==> config.mk <==
export PLATFORM = sky130hd
export DESIGN_NAME = spi_reg_slave
export DESIGN_NICKNAME = d
export VERILOG_FILES = /design/src/rtl/spi_slv_pkg.sv /design/src/rtl/spi_slv_sync.sv /design/src/rtl/spi_slv_rx.sv /design/src/rtl/spi_slv_tx.sv /design/src/rtl/spi_reg_slave.sv
export SDC_FILE = /design/constraint.sdc
export NUM_CORES = 1
export LEC_CHECK = 0
export ABC_AREA = 1
export ABC_CLOCK_PERIOD_IN_PS = 2200
export BUFFER_PORTS_ARGS = -buffer_cell sky130_fd_sc_hd__buf_2
export CAP_MARGIN = 20
export CORE_MARGIN = 8
export CORE_UTILIZATION = 55
export DETAILED_ROUTE_END_ITERATION = 12
export MAX_ROUTING_LAYER = met4
export PLACE_DENSITY = 0.8
export SLEW_MARGIN = 5
export SYNTH_ARGS = -nofsm -noshare
export SYNTH_HDL_FRONTEND = slang
export SYNTH_HIERARCHICAL = 1
export SYNTH_SLANG_ARGS = --single-unit
==> constraint.sdc <==
create_clock -name clk -period 2.2 [get_ports clk]
set_input_delay 0.22 -clock clk [delete_from_list [all_inputs] [get_ports clk]]
set_output_delay 0.22 -clock clk [all_outputs]
set_load 0.05 [all_outputs]
==> src/rtl/spi_slv_pkg.sv <==
package spi_slv_pkg;
   typedef enum logic [1:0] {
      PH_SEL  = 2'd0,
      PH_REG  = 2'd1,
      PH_DATA = 2'd2,
      PH_SKIP = 2'd3
   } phase_e;
endpackage

==> src/rtl/spi_slv_sync.sv <==
module spi_slv_sync #(
   parameter int            STAGES  = 2,
   parameter int            W       = 1,
   parameter logic [W-1:0]  RST_VAL = '0
) (
   input  logic         clk,
   input  logic         rst_n,
   input  logic [W-1:0] d_i,
   output logic [W-1:0] q_o
);
   if (STAGES < 2) begin : g_bad
      $error("spi_slv_sync: STAGES must be at least 2");
   end

   logic [W-1:0] chain [STAGES];

   always_ff @(posedge clk or negedge rst_n) begin
      if (!rst_n) begin
         for (int i = 0; i < STAGES; i++) chain[i] <= RST_VAL;
      end else begin
         chain[0] <= d_i;
         for (int i = 1; i < STAGES; i++) chain[i] <= chain[i-1];
      end
   end

   assign q_o = chain[STAGES-1];
endmodule

==> src/rtl/spi_slv_rx.sv <==
module spi_slv_rx #(
   parameter int BYTE_W = 8
) (
   input  logic              clk,
   input  logic              rst_n,
   input  logic              clear_i,
   input  logic              sample_i,
   input  logic              bit_i,
   output logic              done_o,
   output logic [BYTE_W-1:0] byte_o
);
   localparam int CNT_W = $clog2(BYTE_W);

   logic [CNT_W-1:0]  cnt_q;
   logic [BYTE_W-2:0] sh_q;

   always_ff @(posedge clk or negedge rst_n) begin
      if (!rst_n) begin
         cnt_q <= '0;
         sh_q  <= '0;
      end else if (clear_i) begin
         cnt_q <= '0;
         sh_q  <= '0;
      end else if (sample_i) begin
         sh_q  <= {sh_q[BYTE_W-3:0], bit_i};
         cnt_q <= (cnt_q == CNT_W'(BYTE_W-1)) ? '0 : cnt_q + 1'b1;
      end
   end

   assign done_o = sample_i && !clear_i && (cnt_q == CNT_W'(BYTE_W-1));
   assign byte_o = {sh_q, bit_i};
endmodule

==> src/rtl/spi_slv_tx.sv <==
module spi_slv_tx #(
   parameter int BYTE_W = 8
) (
   input  logic              clk,
   input  logic              rst_n,
   input  logic              clear_i,
   input  logic              load_i,
   input  logic [BYTE_W-1:0] load_val_i,
   input  logic              shift_i,
   output logic              bit_o
);
   logic [BYTE_W-1:0] sh_q;
   logic              out_q;

   always_ff @(posedge clk or negedge rst_n) begin
      if (!rst_n) begin
         sh_q  <= '0;
         out_q <= 1'b0;
      end else if (clear_i) begin
         sh_q  <= '0;
         out_q <= 1'b0;
      end else if (load_i) begin
         sh_q  <= load_val_i;
      end else if (shift_i) begin
         out_q <= sh_q[BYTE_W-1];
         sh_q  <= {sh_q[BYTE_W-2:0], 1'b0};
      end
   end

   assign bit_o = out_q;
endmodule

==> src/rtl/spi_reg_slave.sv <==
module spi_reg_slave #(
   parameter int          CODE_W      = 4,
   parameter int          HWA_W       = 3,
   parameter logic [3:0]  DEV_CODE    = 4'b0100,
   parameter int          SYNC_STAGES = 2,
   parameter int          FETCH_LAT   = 2
) (
   input  logic         clk,
   input  logic         rst_n,
   input  logic         spi_sck_i,
   input  logic         spi_csn_i,
   input  logic         spi_mosi_i,
   output logic         spi_miso_o,
   output logic         spi_miso_oe_o,
   input  logic [2:0]   dev_pins_i,
   input  logic         pin_match_en_i,
   output logic         ptr_load_o,
   output logic [7:0]   ptr_addr_o,
   output logic         wr_strobe_o,
   output logic [7:0]   wr_data_o,
   output logic         rd_next_o,
   input  logic [7:0]   rd_data_i
);
   import spi_slv_pkg::*;

   localparam int BYTE_W = CODE_W + HWA_W + 1;

   if (BYTE_W != 8 || CODE_W != 4 || HWA_W != 3) begin : g_bad_fmt
      $error("spi_reg_slave: selection byte must be 4 code + 3 address + 1 direction bits");
   end
   if (FETCH_LAT < 1) begin : g_bad_lat
      $error("spi_reg_slave: FETCH_LAT must be at least 1");
   end

   // input synchronisers: {csn, sck, mosi}
   logic [2:0] sync_q;
   spi_slv_sync #(.STAGES(SYNC_STAGES), .W(3), .RST_VAL(3'b100)) u_sync (
      .clk   (clk),
      .rst_n (rst_n),
      .d_i   ({spi_csn_i, spi_sck_i, spi_mosi_i}),
      .q_o   (sync_q)
   );

   logic sck_d_q;
   logic cs_act, sck_rise, sck_fall;
   always_ff @(posedge clk or negedge rst_n) begin
      if (!rst_n) sck_d_q <= 1'b0;
      else        sck_d_q <= sync_q[1];
   end
   assign cs_act   = !sync_q[2];
   assign sck_rise = cs_act &&  sync_q[1] && !sck_d_q;
   assign sck_fall = cs_act && !sync_q[1] &&  sck_d_q;

   logic              byte_done;
   logic [BYTE_W-1:0] byte_val;
   spi_slv_rx #(.BYTE_W(BYTE_W)) u_rx (
      .clk      (clk),
      .rst_n    (rst_n),
      .clear_i  (!cs_act),
      .sample_i (sck_rise),
      .bit_i    (sync_q[0]),
      .done_o   (byte_done),
      .byte_o   (byte_val)
   );

   phase_e                 phase_q;
   logic                   rnw_q;
   logic                   oe_q;
   logic                   ld_q, wr_q, nx_q;
   logic [BYTE_W-1:0]      addr_q, wdat_q;
   logic [FETCH_LAT-1:0]   pipe_q;
   logic                   fetch_req, tx_load, sel_ok;

   assign sel_ok = (byte_val[BYTE_W-1 -: CODE_W] == DEV_CODE[CODE_W-1:0])
                && (!pin_match_en_i || (byte_val[HWA_W:1] == dev_pins_i));
   assign fetch_req = cs_act && byte_done && rnw_q
                   && (phase_q == PH_REG || phase_q == PH_DATA);
   assign tx_load = cs_act && pipe_q[FETCH_LAT-1];

   always_ff @(posedge clk or negedge rst_n) begin
      if (!rst_n) begin
         phase_q <= PH_SEL;
         rnw_q   <= 1'b0;
         oe_q    <= 1'b0;
         ld_q    <= 1'b0;
         wr_q    <= 1'b0;
         nx_q    <= 1'b0;
         addr_q  <= '0;
         wdat_q  <= '0;
         pipe_q  <= '0;
      end else begin
         ld_q   <= 1'b0;
         wr_q   <= 1'b0;
         nx_q   <= 1'b0;
         pipe_q <= FETCH_LAT'({pipe_q, fetch_req});
         if (!cs_act) begin
            phase_q <= PH_SEL;
            oe_q    <= 1'b0;
            pipe_q  <= '0;
         end else begin
            if (tx_load) oe_q <= 1'b1;
            if (byte_done) begin
               unique case (phase_q)
                  PH_SEL: begin
                     phase_q <= sel_ok ? PH_REG : PH_SKIP;
                     rnw_q   <= byte_val[0];
                  end
                  PH_REG: begin
                     ld_q    <= 1'b1;
                     addr_q  <= byte_val;
                     phase_q <= PH_DATA;
                  end
                  PH_DATA: begin
                     if (rnw_q) begin
                        nx_q <= 1'b1;
                     end else begin
                        wr_q   <= 1'b1;
                        wdat_q <= byte_val;
                     end
                  end
                  default: phase_q <= PH_SKIP;
               endcase
            end
         end
      end
   end

   logic tx_bit;
   spi_slv_tx #(.BYTE_W(BYTE_W)) u_tx (
      .clk        (clk),
      .rst_n      (rst_n),
      .clear_i    (!cs_act),
      .load_i     (tx_load),
      .load_val_i (rd_data_i),
      .shift_i    (sck_fall),
      .bit_o      (tx_bit)
   );

   assign spi_miso_o    = oe_q & tx_bit;
   assign spi_miso_oe_o = oe_q;
   assign ptr_load_o    = ld_q;
   assign ptr_addr_o    = addr_q;
   assign wr_strobe_o   = wr_q;
   assign wr_data_o     = wdat_q;
   assign rd_next_o     = nx_q;

   // deselection leaves every output quiet
   p_idle_quiet_r1: assert property (@(posedge clk) disable iff (!rst_n)
      !cs_act |=> (!spi_miso_oe_o && !spi_miso_o && !ptr_load_o && !wr_strobe_o && !rd_next_o));

   // a rejected transfer stays silent
   p_reject_silent_r3: assert property (@(posedge clk) disable iff (!rst_n)
      (phase_q == PH_SKIP) |-> (!spi_miso_oe_o && !ptr_load_o && !wr_strobe_o && !rd_next_o));

   // strobes are exclusive
   p_strobe_excl_r9: assert property (@(posedge clk) disable iff (!rst_n)
      $onehot0({ptr_load_o, wr_strobe_o, rd_next_o}));

   // strobes last one cycle
   p_load_pulse_r9: assert property (@(posedge clk) disable iff (!rst_n)
      ptr_load_o |=> !ptr_load_o);
   p_next_pulse_r9: assert property (@(posedge clk) disable iff (!rst_n)
      rd_next_o |=> !rd_next_o);

   // write strobes only in a write, as single pulses
   p_wr_dir_r5: assert property (@(posedge clk) disable iff (!rst_n)
      wr_strobe_o |-> !rnw_q);
   p_wr_pulse_r5: assert property (@(posedge clk) disable iff (!rst_n)
      wr_strobe_o |=> !wr_strobe_o);

   // MISO drive only in a read; data moves only after a falling edge
   p_oe_read_r7: assert property (@(posedge clk) disable iff (!rst_n)
      spi_miso_oe_o |-> rnw_q);
   p_miso_on_fall_r7: assert property (@(posedge clk) disable iff (!rst_n)
      (spi_miso_oe_o && $past(spi_miso_oe_o) && !$stable(spi_miso_o)) |-> $past(sck_fall));
endmodule

==> impl_metrics.csv, run 1 <==
group,metric,value,unit
clocking,cts_hold_buf,0,
timing,setup_slack,0.361,ns
power_and_ir_drop,irDropWorstVdd,453,uV
clocking,clk_latency,0.30,ns
floorplanning,die_height,80.1,um
logic_synthesis,ys_ff_latch,51,
place,routabilityCongestion,0.785,
critical_path,crit_type,"register to register",
logic_synthesis,synth_ff_type,"dfrtp_1",
routing,drtPass1Iterations,4,
finish,regArea,1280,sq um
global_routing,grt_antenna_before_repair,0,
finish,fin_nets,305,
logic_synthesis,avgSynthCellArea,9.18,sq um
logic_synthesis,syn_area,2260,sq um
routing,wl,4.02,mm
timing,fmaxAchievable,0.544,GHz
logic_synthesis,ys_types,28,
clocking,cts_max_level,2,
routing,wl_per_cell,12.1,um
global_routing,grt_pass1_wl,7.02,mm
routing,drtIter0Drc,91,
clocking,postCtsSetupRepairBufs,0,
clocking,cts_resized,1,
timing,rsz0062_at_grt,"false",
logic_synthesis,yosys-top-cells-area,"dfrtp_1, nand2_1, nand3_1, inv_1, o21ai_2",
critical_path,cp_max_fo,17,
critical_path,cp-start-kind,"register",
logic_synthesis,async_flop_share,100,%
place,pre_cts_ws,-0.0122,ns
global_routing,grt_overflow_total,0,
logic_synthesis,synth_nets,268,
finish,multiInputGateArea,790,sq um
timing,whs,0.00572,ns
place,hpwl,2.86,mm
place,placed_area,2430,sq um
clocking,clockRootBuffer,"clkbuf_8",
finish,drive_gt1_share,24.0,%
finish,area_growth,12.6,%
timing,drv_slew,0,
critical_path,end_kind,"register",
routing,drc,0,
logic_synthesis,syn_inst,246,
logic_synthesis,synth_area_leader_cell,"dfrtp_1",
clocking,cts_tree,"done",
clocking,cts.clk_slew.worst_paths,0.09,ns
timing,finalHoldViolations,0,
power_and_ir_drop,power,1630,uW
critical_path,cp.required,2.38,ns
timing,min_period,1.84,ns
clocking,cts.sinks,51,
logic_synthesis,synth_top_area_share,54.3,%
floorplanning,start_util,56.9,%
floorplanning,die_w,80.1,um
finish,antenna_cells,0,
logic_synthesis,yosys-top-cells-count,"nand2_1, dfrtp_1, inv_1",
logic_synthesis,synth_most_common_cell,"nand2_1",
routing,num_vias,1592,
outcome,status,"finished clean",
timing,min_period_over_period,83.6,%
timing,max_slew_margin,46.4,%
logic_synthesis,synth_edf_count,0,
floorplanning,fp.coreArea,3970,sq um
global_routing,grt_max_degree,52,
finish,fill_cells,327,
floorplanning,die-area,6410,sq um
routing,routed_via_density,4.78,
floorplanning,num_io_pins,38,
power_and_ir_drop,p_leak,0.00139,uW
clocking,cts_buffers,5,
logic_synthesis,yosysWarnings,6,
global_routing,grt_pass1_vias,1581,
timing,skew,0.0102,ns
timing,worst_pin_slew,0.801,ns
finish,postLayoutCellArea,2540,sq um
floorplanning,rows,23,
power_and_ir_drop,powerDensity,640,nW/um^2
timing,setup_viol,0,
run,cap_viol_max_count,0,
clocking,cts.path.max_buffers,2,
worst_hold_path,hold_class,"input pin to asynchronous set/reset pin",
global_routing,grt_util_all_layers,14.3,%
place,io_buffers,37,
routing,ant_nets,0,
critical_path,worstPathArrival,2.02,ns
logic_synthesis,ys_seq_area_share,56.6,%
[final timing paths]
path / start / end / slack [ns] / cells after the start
worst max-delay path: u_sync/q_o[2] / wr_data_o[2] / 0.36 / 9
min in group clk: spi_csn_i / u_sync/chain[5] / 0.02 / 1
worst min register to register: u_sync/chain[4] / u_sync/q_o[1] / 0.35 / 0
max in group asynchronous: rst_n / u_rx/cnt_q[1] / 1.76 / 2
worst max register to register: u_sync/q_o[2] / wr_data_o[2] / 0.36 / 9
worst min-delay path: rst_n / u_tx/sh_q[3] / 0.006 / 2
[kinds of logic after synthesis]
kind of cell	share of synthesized area (%)
flops	56.6
fa+ha+maj	2.77
compound gates	6.59
buf+inv	8.75
xor+xnor	0.388
simple gates	24.9
[placed cells by master, fill, tap and decap left out]
master | Yosys | routed
bufinv_16 | 0 | 1
nand3_1 | 20 | 20
clkbuf_8 | 0 | 5
buf_4 | 4 | 2
nor2_4 | 3 | 4
ha_1 | 5 | 5
nand2_1 | 91 | 91
a21oi_2 | 1 | 1
nand3_2 | 1 | 1
nor3_1 | 1 | 1
o21ai_1 | 8 | 8
dfstp_2 | 2 | 2
o21ai_2 | 8 | 8
inv_2 | 3 | 3
xnor2_1 | 1 | 1
inv_6 | 1 | 1
o21ai_0 | 2 | 2
and3_1 | 1 | 1
nor2_1 | 7 | 6
nor3b_1 | 1 | 1
o21a_1 | 2 | 2
nand4_1 | 2 | 2
clkbuf_1 | 0 | 1
inv_1 | 24 | 24
nand2_2 | 2 | 2
a21oi_1 | 1 | 1
nor2_2 | 1 | 1
buf_2 | 1 | 37
dfrtp_1 | 49 | 49
[metrics by stage]
step	TNS, ns	std cells	utilization [%]
after floorplan	0	246	-
after global placement	0	326	61.3
after detailed placement	-0.0298	326	61.3
after CTS	0	333	63.9
after global routing	0	333	64.1
final	0	333	64.1
[final cells by class]
type | count | share of cell area (%)
sequential | 51 | 50.3
multi-input combinational | 158 | 31.0
timing repair buffer | 39 | 7.87
inverter | 28 | 4.33
clock buffer | 6 | 2.85
tap | 50 | 2.46
clock inverter | 1 | 1.18
[layer usage]
layer / part of all wire, % / wire [um] / global-route usage (%)
met4: 2.3 / 93 / 7.82
met2: 45 / 1820 / 21.3
met5: 0 / 0 / -
met1: 47 / 1890 / 17.1
met3: 5.4 / 218 / 4.13
[critical path, stage by stage, from the launching register on]
cell and delay (ns):
dfstp_2 0.37, inv_1 0.08, nand2_1 0.09, nor2_4 0.26
and3_1 0.26, inv_1 0.08, nor2_4 0.11, nand3_2 0.27
nand2_1 0.15, o21ai_1 0.07
[flip-flops by register name (all words and copies together) (netlist names)]
name           flops
phase_q            2
pipe_q             2
ptr_addr_o         8
ptr_load_o         1
rd_next_o          1
rnw_q              1
sck_d_q            1
spi_miso_oe_o      1
u_rx/cnt_q         3
u_rx/sh_q          7
u_sync/chain       3
u_sync/q_o         3
u_tx/bit_o         1
u_tx/sh_q          8
wr_data_o          8
wr_strobe_o        1
[power breakdown]
part           switching [uW]  leakage [uW]  internal, uW  total, uW
sequential               5.11      0.000694           946        952
clock                     275     0.0000513           333        608
combinational            47.3      0.000642          21.6       68.9
Power figures use the tool's default switching activity.
==> run 2: changes to the inputs <==
ABC_CLOCK_PERIOD_IN_PS = 1700   (was 2200)
clock period = 1.7 ns   (was 2.2 ns; I/O delays follow)
==> impl_metrics.csv, run 2 (synthesized netlist as in run 1, its figures left out) <==
group,metric,value,unit
outcome,status,"finished with violations",
outcome,violations,"setup timing",
routing,drtIter0Drc,108,
global_routing,grt_pass1_wl,7.26,mm
global_routing,use_met1,18.2,%
clocking,cts.sinks,51,
timing,setup-tns-final,-0.00360,ns
floorplanning,die_height,80.1,um
timing,min_period,1.70,ns
clocking,clockRootBuffer,"clkbuf_8",
timing,rsz0062_at_grt,"true",
timing,fmaxAchievable,0.587,GHz
floorplanning,rows,23,
finish,fin_nets,316,
routing,ant_nets,0,
clocking,cts_buffers,5,
critical_path,max_stage_delay,0.38,ns
timing,setup_slack,-0.00360,ns
floorplanning,fp.coreArea,3970,sq um
timing,finalHoldViolations,0,
finish,instances_no_fill,345,
timing,max_slew_margin,63.8,%
routing,routed_via_density,4.92,
global_routing,grt_antenna_before_repair,0,
global_routing,busiest_layer,"met2",
timing,worst_pin_slew,0.542,ns
place,routabilityCongestion,0.849,
critical_path,path_cells,"ha_2 > ha_4 > and3_4 > inv_2 > nor2_4 > nand3_2 > nand2_1 > o21ai_1",
place,post-place-cells,329,
timing,min_period_over_period,100,%
global_routing,grt_overflow_total,0,
routing,drc,0,
timing,drv_slew,0,
finish,postLayoutCellArea,2730,sq um
clocking,cts_tree,"done",
floorplanning,num_io_pins,38,
timing,skew,0.00816,ns
place,hpwl,3.09,mm
critical_path,crit_type,"register to register",
power_and_ir_drop,p_leak,0.00145,uW
floorplanning,die_w,80.1,um
critical_path,worst-path-buf-inv,1,
finish,final_common_cell,"nand2_1",
finish,antenna_cells,0,
clocking,cts_max_level,2,
power_and_ir_drop,irDropWorstVdd,493,uV
global_routing,grtUsageMet2,21.8,%
routing,drtPass1Iterations,4,
critical_path,cp-start-kind,"register",
critical_path,worstPathArrival,1.90,ns
floorplanning,start_util,56.9,%
critical_path,cp_max_fo,17,
place,io_buffers,37,
power_and_ir_drop,powerDensity,743,nW/um^2
global_routing,grt_pass1_vias,1565,
global_routing,use_met3,3.91,%
critical_path,end_kind,"register",
critical_path,cp.required,1.89,ns
place,placed_area,2500,sq um
routing,num_vias,1697,
clocking,clk_latency,0.31,ns
run,cap_viol_max_count,0,
routing,wl_per_cell,13.3,um
finish,layout_common_cells,"nand2_1, dfrtp_1, buf_2",
timing,setup_viol,1,
clocking,cts.clk_slew.worst_paths,0.09,ns
critical_path,slowest_stage,"dfrtp_1",
worst_hold_path,hold_class,"input pin to register",
global_routing,grt_max_degree,30,
floorplanning,die-area,6410,sq um
critical_path,cp_top_family,"simple AND/OR/NAND/NOR gates",
clocking,cts.path.max_buffers,2,
routing,wl,4.59,mm
finish,area_growth,20.8,%
finish,drive_gt1_share,30.5,%
global_routing,grt_util_all_layers,14.7,%
[run 2: cell type report]
class                           count  area [sq um]
Fill cell                         293          1240
Tap cell                           50          62.6
Multi-Input combinational cell    158           850
Clock buffer                        5          68.8
Sequential cell                    51          1280
Inverter                           28           113
Clock inverter                      3          20.0
Timing Repair Buffer               50           335
[run 2: worst paths after layout]
check	slack (ns)	from	cells after the start	end
worst max-delay path	-0.004	u_rx/cnt_q[0]	8	wr_data_o[7]
worst min-delay path	0.09	rd_data_i[0]	3	u_tx/sh_q[0]
worst max register to register	-0.004	u_rx/cnt_q[0]	8	wr_data_o[7]
worst min register to register	0.35	u_sync/chain[3]	0	u_sync/q_o[0]
max in group asynchronous	0.74	rst_n	3	u_sync/q_o[2]
min in group asynchronous	0.36	rst_n	2	wr_strobe_o
[run 2: worst min-delay path, cell delays in order]
cell and delay, ns:
buf_2 0.08, nand3_1 0.06, nand2_1 0.06
[run 2: stage by stage]
step                total power [uW]  hold WS (ns)  setup slack [ns]  utilization [%]
floorplan                       1310        -0.126           -0.0940                -
global placement                1360         0.186            0.0805             63.0
detailed placement              1360         0.182            0.0392             63.0
CTS                             2050        0.0816            0.0294             66.3
global route                    2110         0.103           -0.0698             68.7
finish                          2030        0.0869          -0.00360             68.7
[run 2: report_power, final]
part	internal [uW]	switching (uW)	total, uW	leakage [uW]
clock	287	399	686	0.0000402
combinational	41.2	64.7	106	0.000715
sequential	1220	10.3	1240	0.000694
[run 2: repair_timing]
item                       CTS  global route
setup endpoints to repair    0            23
hold buffers                 4             0
gates resized for setup      0            12
hold endpoints to repair    24             0
buffers inserted             0             3
[run 2: routing by layer]
| layer | up-vias | share of wire (%) |
|---|---|---|
| li1 | 857 | - |
| met4 | 0 | 1.8 |
| met5 | - | 0 |
| met2 | 32 | 47 |
| met3 | 7 | 5.1 |
| met1 | 801 | 46 |
